**src/rtl/amp_guard_ctrl.sv**
```systemverilog
module amp_guard_ctrl #(
  parameter int CW = 16
) (
  input  logic          clk,
  input  logic          rst_n,
  input  logic          ctl_awake,
  input  logic          ctl_unmute,
  input  logic          flt_ovp,
  input  logic          flt_uvp,
  input  logic          flt_ocp,
  input  logic          flt_twarn,
  input  logic          flt_tsd,
  input  logic [CW-1:0] retry_len,
  output logic          stage_en,
  output logic          stage_hiz,
  output logic          duty_half,
  output logic          diag_sink
);

  typedef enum logic [2:0] {
    S_OFF, S_MUTE, S_PLAY, S_HARD, S_OC, S_WARN
  } mode_t;

  mode_t         mode_q, mode_d;
  logic          lock_q, lock_d;
  logic [CW-1:0] cnt_q, cnt_d;

  wire hard   = flt_ovp | flt_uvp | flt_tsd;
  wire expire = ({1'b0, cnt_q} + (CW+1)'(1)) >= {1'b0, retry_len};

  always_comb begin
    lock_d = lock_q;
    cnt_d  = cnt_q;
    if (!ctl_awake) begin
      lock_d = 1'b0;
      cnt_d  = '0;
    end else if (!lock_q || expire) begin
      lock_d = flt_ocp;
      cnt_d  = '0;
    end else begin
      cnt_d  = cnt_q + 1'b1;
    end
  end

  always_comb begin
    if (!ctl_awake)       mode_d = S_OFF;
    else if (hard)        mode_d = S_HARD;
    else if (lock_d)      mode_d = S_OC;
    else if (flt_twarn)   mode_d = S_WARN;
    else if (!ctl_unmute) mode_d = S_MUTE;
    else                  mode_d = S_PLAY;
  end

  always_ff @(posedge clk) begin
    if (!rst_n) begin
      mode_q <= S_OFF;
      lock_q <= 1'b0;
      cnt_q  <= '0;
    end else begin
      mode_q <= mode_d;
      lock_q <= lock_d;
      cnt_q  <= cnt_d;
    end
  end

  assign stage_en  = (mode_q == S_MUTE) || (mode_q == S_PLAY) || (mode_q == S_WARN);
  assign stage_hiz = (mode_q == S_OFF)  || (mode_q == S_HARD) || (mode_q == S_OC);
  assign duty_half = (mode_q == S_MUTE) || (mode_q == S_WARN);
  assign diag_sink = !((mode_q == S_HARD) || (mode_q == S_OC) || (mode_q == S_WARN));

  p_standby_r1: assert property (@(posedge clk) disable iff (!rst_n)
    !ctl_awake |=> stage_hiz && !stage_en && !duty_half && diag_sink);

  p_hard_r4: assert property (@(posedge clk) disable iff (!rst_n)
    ctl_awake && hard |=> stage_hiz && !stage_en && !diag_sink);

  p_oc_entry_r5: assert property (@(posedge clk) disable iff (!rst_n)
    ctl_awake && flt_ocp && !lock_q |=> stage_hiz && !diag_sink);

  p_oc_hold_r6: assert property (@(posedge clk) disable iff (!rst_n)
    ctl_awake && lock_q && !expire |=> lock_q && stage_hiz);

  p_warn_r7: assert property (@(posedge clk) disable iff (!rst_n)
    ctl_awake && flt_twarn && !hard && !flt_ocp && !lock_q |=>
      stage_en && duty_half && !diag_sink);

  p_play_r3: assert property (@(posedge clk) disable iff (!rst_n)
    ctl_awake && ctl_unmute && !hard && !flt_ocp && !flt_twarn && !lock_q |=>
      stage_en && !duty_half && diag_sink);

  p_exclusive_r11: assert property (@(posedge clk) disable iff (!rst_n)
    !(stage_en && stage_hiz) && (!duty_half || stage_en));

endmodule

```
**config.mk**
```make
export PLATFORM = sky130hd
export DESIGN_NAME = amp_guard_ctrl
export DESIGN_NICKNAME = d
export VERILOG_FILES = /design/src/rtl/amp_guard_ctrl.sv
export SDC_FILE = /design/constraint.sdc
export NUM_CORES = 1
export LEC_CHECK = 0
export CORE_MARGIN = 2
export CORE_UTILIZATION = 54
export DETAILED_ROUTE_END_ITERATION = 6
export GPL_ROUTABILITY_DRIVEN = 0
export PLACE_DENSITY_LB_ADDON = 0.12
export SLEW_MARGIN = 5
export SYNTH_ARGS = -nofsm -noshare
export SYNTH_HDL_FRONTEND = slang
export SYNTH_SLANG_ARGS = --single-unit
```
**constraint.sdc**
```tcl
create_clock -name clk -period 7.06 [get_ports clk]
set_input_delay 1.765 -clock clk [delete_from_list [all_inputs] [get_ports clk]]
set_output_delay 1.765 -clock clk [all_outputs]
set_load 0.05 [all_outputs]
```
==> flow_metrics.env <==
export IMPL_crit_type="in2reg"
export IMPL_dieArea_mm2=0.00293
export IMPL_power_density_mw_per_mm2=131
export IMPL_timing_rr_start="cnt_q[0]$_SDFF_PP0_"
export IMPL_die_y_um=54.1
export IMPL_grt_pass1_wl_um=4600
export IMPL_syn_area_mm2=0.00136
export IMPL_cts_clk_slew_worst_paths_ns=0.12
export IMPL_fill_cells=193
export IMPL_io_pins=29
export IMPL_core_area_mm2=0.00243
export IMPL_synth_cell_types=34
export IMPL_hpwlAfterDp_um=2360
export IMPL_drive_gt1_share_pct=6.32
export IMPL_post_cts_buffers=0
export IMPL_critPathLaunchType="input pin"
export IMPL_finalCriticalPeriod_ns=3.83
export IMPL_worst_clock_skew_ns=0.0106
export IMPL_finalMaxSlewViolations=0
export IMPL_hold_buffers=0
export IMPL_cts_tree="yes"
export IMPL_die_w_um=54.1
export IMPL_post_drt_via_cell_ratio=5.52
export IMPL_cts_root_buffer_cell="clkbuf_4"
export IMPL_drt_total_wl_um=2880
export IMPL_synthMuxAreaShare_pct=0
export IMPL_drc=0
export IMPL_numClockSinks=20
export IMPL_crit_required_ns=7.24
export IMPL_worstPathArrival_ns=4.01
export IMPL_final_cell_mix="clkdlybuf4s50_1 (28), dfxtp_1 (20), ha_1 (17)"
export IMPL_drtAntennaViolNets=0
export IMPL_hold_viol=0
export IMPL_hold_start="cnt_q[0]$_SDFF_PP0_"
export IMPL_clock_latency_ns=0.31
export IMPL_total_power_mw=0.222
export IMPL_synth_cells=160
export IMPL_fin_crit_sh_pct=54.2
export IMPL_grt_util_all_layers_pct=22.3
export IMPL_ir_worst_vdd_v=0.000119
export IMPL_ys_ff_latch=20
export IMPL_overflow=0
export IMPL_clockBufferDepth=2
export IMPL_min_path_type="reg2reg"
export IMPL_status="completed"
export IMPL_num_vias=1215
export IMPL_postSynthAreaPerCell_um2=8.48
export IMPL_htreeDepth=1
export IMPL_tightestPinTransition_ns=0.747
export IMPL_syn_nets=202
export IMPL_synth_top_family_by_area="simple AND/OR/NAND/NOR gates"
export IMPL_tns_ns=0
export IMPL_area_growth_pct=25.3
export IMPL_layout_commonest_cell="clkdlybuf4s50_1"
export IMPL_synth_xor_area_share_pct=9.03
export IMPL_post_cts_resized=0
export IMPL_start_util_pct=55.8
export IMPL_synth_fa_ha_area_share_pct=15.7
export IMPL_finalNonFillerCells=220
export IMPL_first_pass_iters=4
export IMPL_p_leak_nw=0.728
export IMPL_num_rows=18
export IMPL_antennaDiodeCount=0
export IMPL_ys_seq_area_share_pct=29.5
export IMPL_cp_max_fo=17
export IMPL_cts_buffers=3
export IMPL_grt_max_degree=18
export IMPL_max_cap_violations=0
export IMPL_startpoint="retry_len[14]"
export IMPL_setup_viol=0
export IMPL_synthSimpleGateAreaFrac_pct=31.3
export IMPL_wl_per_cell_um=13.1
export IMPL_timing_fmax_mhz=261
export IMPL_yosysWarnings=0
export IMPL_max_slew_margin_rel_pct=49.9
export IMPL_rsz0062_at_grt="false"
export IMPL_dpl_cell_count=216
export IMPL_synth_compound_area_share_pct=9.31
export IMPL_drt_initial_drc_count=35
export IMPL_finalNetCount=233
export IMPL_antenna_found_initial=0
export IMPL_worst_setup_path_end_kind="flop"
export IMPL_grt_pass1_vias=1071
export IMPL_io_buffer_count=28
[metal layers]
layer	vias up	track usage [%]	part of all wire [%]
met2	13	39.2	51
li1	629	-	-
met4	0	7.08	0.94
met1	571	26.2	45
met3	2	5.83	3.2
met5	-	0	0
[cell usage after synthesis (all sizes together)]
master	number	area (um^2)
ha	17	213
or4b	1	10.0
xor2	8	70.1
a21boi	2	18.8
nor3	5	25.0
or3	2	18.8
inv	16	60.1
or4	1	7.51
nand3b	1	7.51
nor4	2	18.8
nor2	9	33.8
or2b	2	16.3
a211oi	1	7.51
o221ai	1	8.76
a21oi	8	40.0
dfxtp	20	400
nand2	11	41.3
nor3b	15	113
nand4	6	43.8
buf	2	10.0
or2	2	12.5
o21a	1	7.51
o311ai	1	8.76
and4	3	26.3
nand3	9	45.0
nor2b	1	6.26
o21ai	7	35.0
xnor2	6	52.6
[cells by family after synthesis]
group / Yosys count
AO/OA/AOI/OAI: 21
XOR/XNOR: 14
adder cells (fa/ha/maj): 17
buffers and inverters: 18
flip-flops: 20
AND/OR/NAND/NOR: 70
[critical path, stage by stage]
cell and delay [ns]:
clkdlybuf4s50_1 0.45, inv_1 0.04, ha_1 0.31, nand4_1 0.18
nor3_1 0.31, a21oi_1 0.14, a21boi_2 0.63, o21ai_0 0.19
[path summary, 6_finish.rpt]
path,end,depth (start not counted),slack (ns)
hold reg to reg,cnt_q[0]$_SDFF_PP0_,1,0.54
setup / recovery,lock_q$_SDFF_PN0_,8,3.23
hold / removal,cnt_q[0]$_SDFF_PP0_,1,0.54
setup reg to reg,cnt_q[15]$_SDFF_PP0_,11,3.73
[registers in the layout (all words and copies together) (netlist names)]
signal and flops:
cnt_q 16, mode_q 3, lock_q 1
[layout make-up]
class | instances | area, um^2 | area share (%)
clock buffer | 4 | 36.3 | 2.13
timing repair buffer | 28 | 280 | 16.5
inverter | 16 | 60.1 | 3.53
sequential | 20 | 400 | 23.5
tap | 30 | 37.5 | 2.21
multi-input combinational | 122 | 887 | 52.1
[report_power, final]
part / switching [mW] / leakage (nW) / total (mW) / internal [mW]
registers: 0.000994 / 0.162 / 0.115 / 0.114
logic: 0.0187 / 0.545 / 0.0399 / 0.0212
clock network: 0.0358 / 0.0210 / 0.0673 / 0.0315
total: 0.0555 / 0.728 / 0.222 / 0.167
[metrics by stage]
| step | hold WS, ns | instance area, um^2 | utilization, % | setup WS, ns |
|---|---|---|---|---|
| 5_1_grt | 0.587 | 1700 | 70.0 | 3.06 |
| 6_report | 0.537 | 1700 | 70.0 | 3.23 |
| 2_1_floorplan | 0.480 | 1360 | - | 3.72 |
| 3_3_place_gp | 0.512 | 1670 | 68.5 | 3.12 |
| 3_5_place_dp | 0.523 | 1670 | 68.5 | 2.93 |
| 4_1_cts | 0.537 | 1700 | 70.0 | 3.25 |
Note: power is estimated with default switching activity, not from simulation.
